$ cat src/rtl/gpad_pkg.sv
package gpad_pkg;
    localparam int DATA_W   = 16;
    localparam int LANES    = DATA_W / 8;
    localparam int NPLAYERS = 2;

    localparam int OFS_STAT = 0;
    localparam int OFS_P1   = 1;
    localparam int OFS_P2   = 2;

    typedef enum logic [1:0] {
        ACC_NONE = 2'd0,
        ACC_RD   = 2'd1,
        ACC_WR   = 2'd2
    } acc_e;

    typedef enum logic [1:0] {
        TGT_NONE = 2'd0,
        TGT_STAT = 2'd1,
        TGT_P1   = 2'd2,
        TGT_P2   = 2'd3
    } tgt_e;

    typedef logic [DATA_W-1:0] word_t;
endpackage

$ cat src/rtl/gpad_decode.sv
module gpad_decode
    import gpad_pkg::*;
#(
    parameter int ADDR_W = 16
) (
    input  logic              slot_en,
    input  logic              rd_nwr,
    input  logic [LANES-1:0]  lane_en,
    input  logic [ADDR_W-1:0] word_ofs,
    output acc_e              acc,
    output tgt_e              tgt
);
    logic any_lane;

    assign any_lane = |lane_en;

    always_comb begin
        acc = ACC_NONE;
        if (slot_en && any_lane) begin
            acc = rd_nwr ? ACC_RD : ACC_WR;
        end
    end

    always_comb begin
        tgt = TGT_NONE;
        if (word_ofs == ADDR_W'(OFS_STAT)) tgt = TGT_STAT;
        else if (word_ofs == ADDR_W'(OFS_P1)) tgt = TGT_P1;
        else if (word_ofs == ADDR_W'(OFS_P2)) tgt = TGT_P2;
    end
endmodule

$ cat src/rtl/gpad_ctrl.sv
module gpad_ctrl
    import gpad_pkg::*;
(
    input  logic                  clk,
    input  logic                  rst_n,
    input  logic                  start_wr,
    input  logic                  poll_done,
    input  word_t [NPLAYERS-1:0]  btn_in,
    output logic                  busy,
    output logic                  poll_req,
    output word_t [NPLAYERS-1:0]  btn_q
);
    typedef struct packed {
        logic                 busy;
        logic                 req;
        word_t [NPLAYERS-1:0] btn;
    } state_t;

    state_t st_d, st_q;
    logic   finish;
    logic   launch;

    always_comb begin
        st_d   = st_q;
        launch = start_wr && !st_q.busy;
        finish = poll_done && st_q.busy;
        st_d.req = launch;
        if (launch) begin
            st_d.busy = 1'b1;
        end else if (finish) begin
            st_d.busy = 1'b0;
        end
        for (int p = 0; p < NPLAYERS; p++) begin
            if (finish) st_d.btn[p] = btn_in[p];
        end
    end

    always_ff @(posedge clk or negedge rst_n) begin
        if (!rst_n) begin
            st_q <= '0;
        end else begin
            st_q <= st_d;
        end
    end

    assign busy     = st_q.busy;
    assign poll_req = st_q.req;
    assign btn_q    = st_q.btn;
endmodule

$ cat src/rtl/gpad_rdmux.sv
module gpad_rdmux
    import gpad_pkg::*;
(
    input  acc_e                  acc,
    input  tgt_e                  tgt,
    input  logic                  busy,
    input  word_t [NPLAYERS-1:0]  btn_q,
    output word_t                 rdata
);
    word_t sel_word;

    always_comb begin
        unique case (tgt)
            TGT_STAT: sel_word = {{(DATA_W-1){1'b0}}, busy};
            TGT_P1:   sel_word = btn_q[0];
            TGT_P2:   sel_word = btn_q[1];
            default:  sel_word = '0;
        endcase
    end

    assign rdata = (acc == ACC_RD) ? sel_word : '0;
endmodule

$ cat src/rtl/gpad_poll_regs.sv
module gpad_poll_regs
    import gpad_pkg::*;
#(
    parameter int ADDR_W = 16
) (
    input  logic              clk,
    input  logic              rst_n,
    input  logic              slot_en,
    input  logic              rd_nwr,
    input  logic [1:0]        lane_en,
    input  logic [ADDR_W-1:0] word_ofs,
    output logic [15:0]       rdata,
    output logic              poll_req,
    input  logic              poll_done,
    input  logic [15:0]       p1_btn_in,
    input  logic [15:0]       p2_btn_in
);
    acc_e                 acc;
    tgt_e                 tgt;
    logic                 start_wr;
    logic                 busy;
    word_t [NPLAYERS-1:0] btn_in;
    word_t [NPLAYERS-1:0] btn_q;
    word_t                p1_q;

    gpad_decode #(.ADDR_W(ADDR_W)) dec_i (
        .slot_en  (slot_en),
        .rd_nwr   (rd_nwr),
        .lane_en  (lane_en),
        .word_ofs (word_ofs),
        .acc      (acc),
        .tgt      (tgt)
    );

    assign start_wr  = (acc == ACC_WR) && (tgt == TGT_STAT);
    assign btn_in[0] = p1_btn_in;
    assign btn_in[1] = p2_btn_in;

    gpad_ctrl ctrl_i (
        .clk       (clk),
        .rst_n     (rst_n),
        .start_wr  (start_wr),
        .poll_done (poll_done),
        .btn_in    (btn_in),
        .busy      (busy),
        .poll_req  (poll_req),
        .btn_q     (btn_q)
    );

    assign p1_q = btn_q[0];

    gpad_rdmux mux_i (
        .acc   (acc),
        .tgt   (tgt),
        .busy  (busy),
        .btn_q (btn_q),
        .rdata (rdata)
    );
endmodule

$ cat config.mk
export PLATFORM = sky130hd
export DESIGN_NAME = gpad_poll_regs
export DESIGN_NICKNAME = d
export VERILOG_FILES = /design/src/rtl/gpad_pkg.sv /design/src/rtl/gpad_decode.sv /design/src/rtl/gpad_ctrl.sv /design/src/rtl/gpad_rdmux.sv /design/src/rtl/gpad_poll_regs.sv
export SDC_FILE = /design/constraint.sdc
export NUM_CORES = 1
export LEC_CHECK = 0
export BUFFER_PORTS_ARGS = -buffer_cell sky130_fd_sc_hd__buf_2
export CORE_UTILIZATION = 43
export CTS_BUF_LIST = sky130_fd_sc_hd__clkbuf_8 sky130_fd_sc_hd__clkbuf_16
export CTS_CLUSTER_SIZE = 25
export DETAILED_ROUTE_END_ITERATION = 8
export PLACE_DENSITY = 0.76
export SYNTH_ARGS = -nofsm -noshare
export SYNTH_HDL_FRONTEND = slang
export SYNTH_HIERARCHICAL = 1
export SYNTH_SLANG_ARGS = --single-unit
$ cat constraint.sdc
create_clock -name clk -period 3.5 [get_ports clk]
set_input_delay 1.05 -clock clk [delete_from_list [all_inputs] [get_ports clk]]
set_output_delay 1.05 -clock clk [all_outputs]
set_load 0.02 [all_outputs]
== Word-level counts from Yosys, hierarchy flattened ==
Index checks and enable logic that the tools add are counted.

* Bits in registers: 34
* Latch bits: 0
* Memory bits (writable): 0
* Memory bits (read-only): 0
* Input port bits: 55
* Output and inout port bits: 17
* Word-level logic and storage cells: 28
* Memories kept: 0

* Add/sub/neg operators: 0
* Multiply operators: 0
* Divide/modulo/power cells: 0
* $lt $le $gt $ge: 0
* Equality and inequality tests: 7
* Shift-type cells: 0
* Muxes and demuxes: 9
* Bitwise logic cells: 0
* Reductions and logical operators: 8

{| class="wikitable"
|+ Operators with widths
! operator !! count
|-
| case mux 16 bit (3 select lines) || 1
|-
| equality test 16 x 1 -> 1 bit, second input constant || 1
|-
| equality test 16 x 2 -> 1 bit, second input constant || 1
|-
| zero test 16 bit || 1
|-
| 2-to-1 mux 16 bit || 1
|-
| 2-to-1 mux 2 bit || 5
|-
| equality test 2 bit, second input constant || 3
|-
| equality test 2 x 1 -> 1 bit, second input constant || 2
|-
| logical AND 1 bit || 4
|-
| 2-to-1 mux 1 bit || 2
|-
| nonzero test 2 bit || 1
|-
| OR reduction 2 bit || 1
|-
| zero test 1 bit || 1
|}

== Logic depth before layout (Yosys ltp) ==
Gate-level depths: netlist (run 1).

* Word-level depth: 8
* Mapped depth: 7
* Depth with buffers taken out: 6

== Cells and area by module ==
The synthesis (run 1) kept the hierarchy.

{| class="wikitable"
|+ By module, submodules not included
! module !! instances !! cells each !! area each (um2) !! sequential area each (um2)
|-
| gpad_ctrl || 1 || 73 || 1416.4 || 850.8
|-
| gpad_rdmux || 1 || 38 || 271.5 || 0.0
|-
| gpad_decode || 1 || 12 || 83.8 || 0.0
|-
| gpad_poll_regs || 1 || 1 || 12.5 || 0.0
|}

== Least setup slack after synthesis (run 1) ==
Ideal clock, no wire load.

* Path type: input-to-output
* From: input word_ofs[9]
* To: output rdata[0]
* Data arrival time: 2.744 ns
* Data required time: 2.450 ns
* Setup slack: -0.294 ns
* Stages on the path: 4
* Path buffers: 0
* Path through: or4_4 nor4_2 mux2i_1 a2111oi_2

* Longest elaborated chain between the ends: 7
* Elaborated cells between the ends (all ways): 11
* Those cells by class: 5 x eq/ne; 5 x mux; 1 x reduce/logical

{| class="wikitable"
|+ RTL lines
! what !! RTL line !! RTL
|-
| start: declaration || gpad_poll_regs.sv:11 || <nowiki>input logic [ADDR_W-1:0] word_ofs,</nowiki>
|-
| equality test 16 x 2 -> 1 bit || gpad_decode.sv:28 || <nowiki>else if (word_ofs == ADDR_W'(OFS_P2)) tgt = TGT_P2;</nowiki>
|-
| 2-to-1 mux 2 bit || gpad_decode.sv:28 ||
|-
| 2-to-1 mux 2 bit || gpad_decode.sv:27 || <nowiki>else if (word_ofs == ADDR_W'(OFS_P1)) tgt = TGT_P1;</nowiki>
|-
| 2-to-1 mux 2 bit (*) || gpad_decode.sv:26 || <nowiki>if (word_ofs == ADDR_W'(OFS_STAT)) tgt = TGT_STAT;</nowiki>
|-
| named net tgt[1] || gpad_poll_regs.sv:19 || <nowiki>tgt_e tgt;</nowiki>
|-
| equality test 2 bit / equality test 2 x 1 -> 1 bit (equally long branches) || gpad_rdmux.sv:13 || <nowiki>unique case (tgt)</nowiki>
|-
| case mux 16 bit (3 select lines) (*) || gpad_rdmux.sv:13 ||
|-
| 2-to-1 mux 16 bit (*) || gpad_rdmux.sv:21 || <nowiki>assign rdata = (acc == ACC_RD) ? sel_word : '0;</nowiki>
|-
| end: declaration || gpad_poll_regs.sv:12 || <nowiki>output logic [15:0] rdata,</nowiki>
|}

Mark *: on every way through the listed nets, which the timed path passes. The rest lies on a longest branch.

== Final worst setup path (run 1) ==
* From: input word_ofs[9]
* To: output rdata[6]

Same word-level chain as after synthesis.

==> flow_metrics.py, run 1 <==
metrics = {
    "floorplan": {
        "coreArea_um2": 4000,
        "chipHeight_um": 66.4,
        "rows": 23,
        "start_util": 0.446,
        "die_area_um2": 4410,
        "die_w_um": 66.4,
        "ioPinCount": 72,
    },
    "pwr": {
        "p_sw_frac": 0.205,
        "internal_power_uw": 570,
        "comb_power_share": 0.066,
        "seqPwrFrac": 0.549,
        "power.density_nw_per_um2": 285,
        "ir_drop_v": 0.000232,
        "clkPwrFrac": 0.385,
        "p_leak_nw": 1.27,
        "switchingPower_uw": 147,
    },
    "final_layout": {
        "nNetsFinal": 257,
        "finalNonFillerCells": 251,
        "diodes": 0,
        "area_growth_pct": 40.7,
        "layout-drive-gt1-share": 0.721,
        "stdcell_area_um2": 2510,
    },
    "status": {
        "run_status": "complete, but fails checks",
        "violations": "negative setup slack",
    },
    "synthesis": {
        "synthTopCellsByCount": "34 x dfrtp_1, 30 x mux2_4, 17 x nor2_1, 16 x mux2i_1",
        "synth.area.top_cells": "dfrtp_1 48%, mux2_4 25%, mux2i_1 9.0%",
        "synth.most_common_cell": "dfrtp_1",
        "synth-edff-count": 0,
        "yosysTopAreaCell": "dfrtp_1",
        "avgSynthCellArea_um2": 14.4,
        "yosys_warnings": 6,
        "syn_inst": 124,
        "ys_seq_area_frac": 0.477,
        "ys_ff_latch": 34,
        "syn_nets": 179,
        "synth_cell_types": 24,
        "ys.flop_type": "dfrtp_1",
        "syn_area_um2": 1780,
        "yosysTopAreaCellShare": 0.477,
        "ys_async_sr_fraction": 1.00,
    },
    "clocking": {
        "cts_hold_buf": 0,
        "ctsRootBufferMaster": "clkbuf_8",
        "cts.sinks": 34,
        "clk_latency_ns": 0.28,
        "htree_num_levels": 2,
        "numCtsBuffers": 5,
        "cts_tree": "yes",
        "clkSlewWorstSetupHoldPaths_ns": 0.06,
        "clockBufferDepth": 2,
    },
    "min_path": {
        "hold_end": "ctrl_i/btn_q[31]",
        "hp-start": "ctrl_i/btn_q[31]",
        "min_path_type": "reg -> reg",
        "hold-path-cell-count": 1,
    },
    "route": {
        "ant_nets": 0,
        "wl_per_cell_um": 14.0,
        "drc_errors": 0,
        "wl_mm": 3.52,
        "drt-initial-drc-count": 30,
        "viasPerCell": 4.84,
        "dr.pass1.iters": 6,
        "route.vias.total": 1215,
    },
    "worst_setup_path": {
        "crit_start": "word_ofs[9]",
        "reg2reg_depth": 2,
        "start_kind": "input pin",
        "cp_data_arrival_time_ns": 2.82,
        "regToRegSetupSlack_ns": 2.04,
        "cp_max_fo": 7,
        "required_ns": 2.45,
        "r2r_start": "ctrl_i/busy",
        "critPathKind": "in -> out",
        "crit_path_end_kind": "output pin",
        "worstReg2RegEnd": "ctrl_i/btn_q[12]",
    },
    "flow_run": {
        "maxCapViolCount": 0,
    },
    "global_routing": {
        "antenna_found_initial": 0,
        "grt_pass1_vias": 1232,
        "grt_first_pass_wirelength_mm": 5.63,
        "grt_max_degree": 35,
        "grt_usage": 0.178,
        "gr-total-overflow": 0,
    },
    "timing": {
        "timing.final.ws_setup_ns": -0.371,
        "finalCritPeriodShare": 1.11,
        "tightest_slew_ns": 0.744,
        "final-setup-viol-count": 16,
        "finClkSkew_ns": 0.00255,
        "min_period_ns": 3.87,
        "rsz0062_at_grt": "true",
        "fmax_mhz": 258,
        "finalHoldViolations": 0,
        "slew_viol_final": 0,
        "relSlewSlack": 0.504,
    },
    "placement": {
        "io_buffers": 71,
        "dpl_cell_area_um2": 2300,
        "gp_congestion": 0.707,
        "place_hpwl_mm": 2.52,
        "post-place-cells": 243,
    },
}
## cell usage in the layout, fill, tap and decap left out, types with 2 or more instances in the layout
master / n
mux2_2: 2
mux2_4: 30
nor4_4: 2
clkbuf_8: 6
nor4_1: 2
nor2_1: 7
inv_1: 3
buf_4: 4
buf_6: 9
mux2i_1: 5
mux2i_4: 6
dfrtp_1: 34
buf_2: 63
nor2_4: 10
mux2i_2: 5
## repair_timing
action / 4_1_cts / 5_1_grt
cloned: 0 / 0
pin swaps: 0 / 1
hold endpoints to repair: 0 / 0
resized for setup: 17 / 6
buffers inserted: 1 / 1
endpoints found under the setup margin: 16 / 16
## cells by family (layout without fill, tap and decap cells)
kind of cell	count (synthesis)	in the layout	share of synthesized area
multiplexers	48	48	0.355
buffers and inverters	9	86	0.0533
flip-flops	34	34	0.477
XOR/XNOR	1	1	0.00491
AND/OR/NAND/NOR	28	28	0.0912
AO/OA/AOI/OAI	4	4	0.0189
## layout make-up
class	count	area, um2
timing repair buffer	77	467
tap	50	62.6
multi-input combinational	81	1040
clock buffer	6	82.6
sequential	34	851
fill	309	1490
inverter	3	11.3
## through the flow
stage               power [mW]   util  hold WS, ns  setup TNS, ns  worst slack (ns)
detailed placement       0.448  0.576        0.495          -4.79            -0.338
finish                   0.717  0.628        0.512          -5.39            -0.371
global route             0.751  0.628        0.539          -6.46            -0.439
global placement         0.447  0.576        0.497          -4.71            -0.319
CTS                      0.728  0.618        0.514          -4.63            -0.332
floorplan                0.409      -        0.481          -1.25            -0.114
## state kept, by name (all words and copies together), names as in the netlist
| name | cells |
|---|---|
| ctrl_i/poll_req | 1 |
| ctrl_i/btn_q | 32 |
| ctrl_i/busy | 1 |
## worst max-delay path by stage
| stage | to | cells past startpoint | slack (ns) |
|---|---|---|---|
| finish | rdata[6] | 7 | -0.37 |
| global route | rdata[0] | 7 | -0.44 |
| CTS | rdata[7] | 7 | -0.33 |
| detailed placement | rdata[7] | 7 | -0.34 |
| global placement | rdata[6] | 7 | -0.32 |
| floorplan | rdata[10] | 6 | -0.11 |
## worst max-delay path: stages
cell and delay [ns]:
buf_6 0.09, or4_4 0.56, nor4_4 0.40, buf_6 0.25, mux2i_2 0.28, nor2_4 0.03
buf_2 0.15
## layer usage
| layer | track usage | share of wire | wire length (um) |
|---|---|---|---|
| met1 | 0.212 | 0.44 | 1550 |
| met2 | 0.300 | 0.50 | 1760 |
| met3 | 0.0431 | 0.044 | 154 |
| met4 | 0.0798 | 0.018 | 62 |
| met5 | 0 | 0 | 0 |
## power groups by stage
stage	combinational, mW	sequential, mW	clock, mW
floorplan	0.00806	0.401	0
global placement	0.0469	0.400	0
detailed placement	0.0479	0.400	0
CTS	0.0488	0.393	0.286
global route	0.0527	0.393	0.305
finish	0.0475	0.393	0.276
(Power assumes the default switching activity.)
==> inputs of run 2 (changes only) <==
==> constraint.sdc (replaced) <==
create_clock -name clk -period 3.5 [get_ports clk]
set_input_delay 0.7 -clock clk [delete_from_list [all_inputs] [get_ports clk]]
set_output_delay 0.7 -clock clk [all_outputs]
set_load 0.02 [all_outputs]
==> flow_metrics.py, run 2 (synthesized netlist as in run 1, its figures left out) <==
metrics = {
    "status": {
        "run_status": "complete, but fails checks",
        "violations": "design-rule violations",
    },
    "final_layout": {
        "layout-drive-gt1-share": 0.615,
        "utilization": 0.572,
        "diodes": 0,
        "largest_reg_flops": 32,
        "layout_common_cells": "71 x buf_2, 34 x dfrtp_1, 30 x mux2_4",
        "nNetsFinal": 254,
        "layout_commonest_cell": "buf_2",
        "area_growth_pct": 28.2,
        "fillers": 340,
        "multi_input_area_um2": 847,
        "finalNonFillerCells": 250,
        "seq_area_um2": 851,
    },
    "pwr": {
        "clkPwrFrac": 0.495,
        "seqPwrFrac": 0.453,
        "power.density_nw_per_um2": 379,
        "internal_power_uw": 703,
        "comb_power_share": 0.052,
        "ir_drop_v": 0.000365,
        "p_leak_nw": 1.24,
        "switchingPower_uw": 165,
        "p_sw_frac": 0.190,
    },
    "route": {
        "wl_per_cell_um": 13.0,
        "route.vias.total": 1193,
        "drt-initial-drc-count": 38,
        "ant_nets": 0,
        "dr.pass1.iters": 5,
        "viasPerCell": 4.77,
        "wl_mm": 3.25,
        "drc_errors": 2,
    },
    "placement": {
        "gp_congestion": 0.671,
        "io_buffers": 71,
        "place_hpwl_mm": 2.29,
        "post-place-cells": 242,
    },
    "global_routing": {
        "grt_first_pass_wirelength_mm": 5.27,
        "grt_usage": 0.163,
        "grt_max_degree": 35,
        "grt_pass1_vias": 1170,
        "gr-total-overflow": 0,
        "antenna_found_initial": 0,
    },
    "clocking": {
        "clkSlewWorstSetupHoldPaths_ns": 0.07,
        "clockBufferDepth": 2,
        "postCtsSetupRepairBufs": 0,
        "cts.sinks": 34,
        "htree_num_levels": 2,
        "cts_hold_buf": 0,
        "clk_latency_ns": 0.28,
        "cts_tree": "yes",
        "numCtsBuffers": 5,
        "ctsResizeCount": 0,
        "ctsRootBufferMaster": "clkbuf_8",
    },
    "floorplan": {
        "die_area_um2": 4410,
        "chipHeight_um": 66.4,
        "ioPinCount": 72,
        "start_util": 0.446,
        "die_w_um": 66.4,
        "rows": 23,
        "coreArea_um2": 4000,
    },
    "timing": {
        "min_period_ns": 3.26,
        "tightest_slew_ns": 0.740,
        "finalHoldViolations": 0,
        "slew_viol_final": 0,
        "final-setup-viol-count": 0,
        "rsz0062_at_grt": "false",
        "finClkSkew_ns": 0.00446,
        "relSlewSlack": 0.507,
        "finalCritPeriodShare": 0.931,
        "tns_ns": 0,
        "fmax_mhz": 307,
    },
    "worst_setup_path": {
        "cp_data_arrival_time_ns": 2.56,
        "start_kind": "input pin",
        "critPathKind": "in -> out",
        "cp_max_fo": 4,
        "crit_path_end_kind": "output pin",
        "required_ns": 2.80,
        "regToRegSetupSlack_ns": 2.08,
    },
    "min_path": {
        "min_path_type": "in -> async",
    },
    "flow_run": {
        "maxCapViolCount": 0,
    },
}
run 2: changes by cell type in the layout (fill, tap and decap cells not counted), moves of 2 or more:
| cell | change |
|---|---|
| nor2_1 | +10 |
| buf_6 | -9 |
| nor2_4 | -10 |
| mux2i_4 | -6 |
| mux2i_1 | +11 |
| buf_2 | +8 |
| bufinv_16 | +2 |
| mux2i_2 | -5 |
run 2: cell type report:
class	count	share of cell area
Clock inverter	3	0.0301
Multi-Input combinational cell	81	0.370
Inverter	3	0.00492
Timing Repair Buffer	74	0.165
Tap cell	50	0.0274
Sequential cell	34	0.372
Clock buffer	5	0.0301
run 2: path summary, 6_finish.rpt:
| path | start | to | cells after the start |
|---|---|---|---|
| worst max register to register | ctrl_i/busy | ctrl_i/btn_q[12] | 2 |
| worst min-delay path | rst_n | ctrl_i/btn_q[17] | 1 |
| worst min register to register | ctrl_i/btn_q[2] | ctrl_i/btn_q[2] | 1 |
| max in group asynchronous | rst_n | ctrl_i/poll_req | 1 |
| worst max-delay path | word_ofs[9] | rdata[0] | 6 |
| min in group clk | ctrl_i/btn_q[2] | ctrl_i/btn_q[2] | 1 |
run 2: worst max-delay path: stages:
cell	delay, ns
buf_2	0.09
or4_4	0.55
nor4_2	0.46
mux2i_1	0.17
a2111oi_2	0.36
buf_2	0.22
run 2: stage by stage:
| stage | worst slack (ns) | power [mW] | hold slack (ns) | instance area [um2] |
|---|---|---|---|---|
| 2_1_floorplan | 0.406 | 0.407 | 0.404 | 1780 |
| 3_3_place_gp | 0.292 | 0.446 | 0.489 | 2150 |
| 3_5_place_dp | 0.250 | 0.447 | 0.494 | 2150 |
| 4_1_cts | 0.246 | 0.880 | 0.497 | 2290 |
| 5_1_grt | 0.108 | 0.906 | 0.518 | 2290 |
| 6_report | 0.243 | 0.868 | 0.476 | 2290 |
run 2: metal layers:
layer  vias to the layer above  track usage  share of wire
met2                        63        0.263           0.40
li1                        583            -              -
met1                       543        0.208           0.51
met4                         0       0.0399         0.0071
met5                         -            0              0
met3                         4       0.0552          0.078
run 2: power by group through the flow:
stage	clock network (mW)	registers, mW	logic, mW
floorplan	0	0.400	0.00670
global placement	0	0.400	0.0454
detailed placement	0	0.400	0.0462
CTS	0.441	0.393	0.0463
global route	0.462	0.393	0.0508
finish	0.430	0.393	0.0452
==> inputs of run 3 (changes only) <==
--- a/config.mk
+++ b/config.mk
@@ -6,11 +6,13 @@
 export NUM_CORES = 1
 export LEC_CHECK = 0
 export BUFFER_PORTS_ARGS = -buffer_cell sky130_fd_sc_hd__buf_2
+export CORE_ASPECT_RATIO = 1.5
 export CORE_UTILIZATION = 43
 export CTS_BUF_LIST = sky130_fd_sc_hd__clkbuf_8 sky130_fd_sc_hd__clkbuf_16
 export CTS_CLUSTER_SIZE = 25
 export DETAILED_ROUTE_END_ITERATION = 8
 export PLACE_DENSITY = 0.76
+export SLEW_MARGIN = 20
 export SYNTH_ARGS = -nofsm -noshare
 export SYNTH_HDL_FRONTEND = slang
 export SYNTH_HIERARCHICAL = 1
==> flow_metrics.py, run 3 (synthesized netlist as in run 1, its figures left out) <==
metrics = {
    "status": {
        "run_status": "complete, no violations",
    },
    "pwr": {
        "p_leak_nw": 1.23,
        "ir_drop_v": 0.000251,
        "finalPower_uw": 727,
        "power.density_nw_per_um2": 326,
    },
    "route": {
        "route.vias.total": 1230,
        "wl_mm": 3.43,
        "drc_errors": 0,
        "viasPerCell": 5.02,
        "ant_nets": 0,
        "wl_per_cell_um": 14.0,
        "dr.pass1.iters": 2,
        "drt-initial-drc-count": 23,
    },
    "worst_setup_path": {
        "cpMostUsedCell": "buf_2",
        "critPathKind": "in -> out",
        "crit_path_end_kind": "output pin",
        "required_ns": 2.80,
        "r2r_start": "ctrl_i/busy",
        "cp_data_arrival_time_ns": 2.52,
        "worst_path_max_delay_cell": "or4_4",
        "cp_cell_sequence": "buf_2, or4_4, nor4_2, mux2i_1, a2111oi_2, buf_2",
        "worstReg2RegEnd": "ctrl_i/btn_q[11]",
        "cp_slowest_stage_delay_ns": 0.55,
        "regToRegSetupSlack_ns": 2.09,
        "start_kind": "input pin",
        "cp_max_fo": 4,
        "reg2reg_depth": 2,
    },
    "floorplan": {
        "start_util": 0.451,
        "rows": 28,
        "chipHeight_um": 80.9,
        "die_w_um": 54.6,
        "ioPinCount": 72,
        "die_area_um2": 4420,
        "coreArea_um2": 3960,
    },
    "flow_run": {
        "maxCapViolCount": 0,
    },
    "final_layout": {
        "nNetsFinal": 254,
        "utilization": 0.564,
        "largest_reg_flops": 32,
        "diodes": 0,
        "fillers": 351,
        "stdcell_area_um2": 2230,
        "layout_commonest_cell": "buf_2",
        "area_growth_pct": 25.2,
        "layout-drive-gt1-share": 0.610,
        "layout_common_cells": "71 x buf_2, 34 x dfrtp_1, 30 x mux2_4",
    },
    "clocking": {
        "ctsRootBufferMaster": "clkbuf_8",
        "clkSlewWorstSetupHoldPaths_ns": 0.07,
        "numCtsBuffers": 5,
        "htree_num_levels": 2,
        "clk_latency_ns": 0.28,
        "cts.sinks": 34,
        "cts_tree": "yes",
        "ctsResizeCount": 0,
        "clockBufferDepth": 2,
        "cts_hold_buf": 0,
        "postCtsSetupRepairBufs": 0,
    },
    "global_routing": {
        "grt_usage": 0.177,
        "grt_max_degree": 35,
        "antenna_found_initial": 0,
        "gr-total-overflow": 0,
        "grt_pass1_vias": 1187,
        "grt_first_pass_wirelength_mm": 5.34,
    },
    "timing": {
        "tightest_slew_ns": 0.737,
        "finClkSkew_ns": 0.00713,
        "slew_viol_final": 0,
        "hold_ws_ns": 0.476,
        "tns_ns": 0,
        "final-setup-viol-count": 0,
        "fmax_mhz": 311,
        "finalHoldViolations": 0,
        "min_period_ns": 3.22,
        "finalCritPeriodShare": 0.920,
        "relSlewSlack": 0.508,
        "rsz0062_at_grt": "false",
    },
    "min_path": {
        "min_path_type": "in -> async",
    },
    "placement": {
        "place_hpwl_mm": 2.49,
        "gp_congestion": 0.771,
        "io_buffers": 71,
        "dpl_cell_area_um2": 2140,
    },
}
run 3: changes by cell type in the layout (fill, tap and decap cells not counted), sizes merged:
cell / change
bufinv: -2
clkbuf: +1
inv: +1
run 3: layer usage:
layer  GRT usage  vias up  routed length [um]
met4      0.0846        0                  54
met5           0        -                   0
met3      0.0581        5                 217
met1       0.204      593                1350
li1            -      584                   -
met2       0.286       48                1800
run 3: power breakdown:
part | switching [mW] | internal (mW) | leakage, nW
logic | 0.0204 | 0.0247 | 0.698
registers | 0.0000522 | 0.393 | 0.475
clock network | 0.134 | 0.156 | 0.0524
run 3: critical path, delay by kind of cell:
| family | cells | cell delay, ns |
|---|---|---|
| buffers and inverters | 2 | 0.31 |
| AOI/OAI and AO/OA | 1 | 0.36 |
| muxes | 1 | 0.16 |
| and+or+nand+nor | 2 | 0.98 |
run 3: layout make-up:
cell class	count	area, um2	area share
Multi-Input combinational cell	81	847	0.379
Inverter	3	11.3	0.00504
Sequential cell	34	851	0.381
Tap cell	45	56.3	0.0252
Timing Repair Buffer	74	378	0.169
Clock inverter	2	8.76	0.00392
Clock buffer	6	82.6	0.0370
run 3: worst max-delay path by stage:
| stage | start | cells after the start | endpoint |
|---|---|---|---|
| final | word_ofs[9] | 6 | rdata[0] |
| after global routing | word_ofs[9] | 6 | rdata[0] |
| after CTS | word_ofs[9] | 6 | rdata[0] |
| after detailed placement | word_ofs[9] | 6 | rdata[0] |
| after global placement | word_ofs[9] | 6 | rdata[0] |
| after floorplan | word_ofs[9] | 4 | rdata[0] |
run 3: through the flow:
stage	cells	setup WS [ns]
floorplan	124	0.406
global placement	237	0.309
detailed placement	237	0.266
CTS	245	0.265
global route	245	0.179
finish	245	0.280
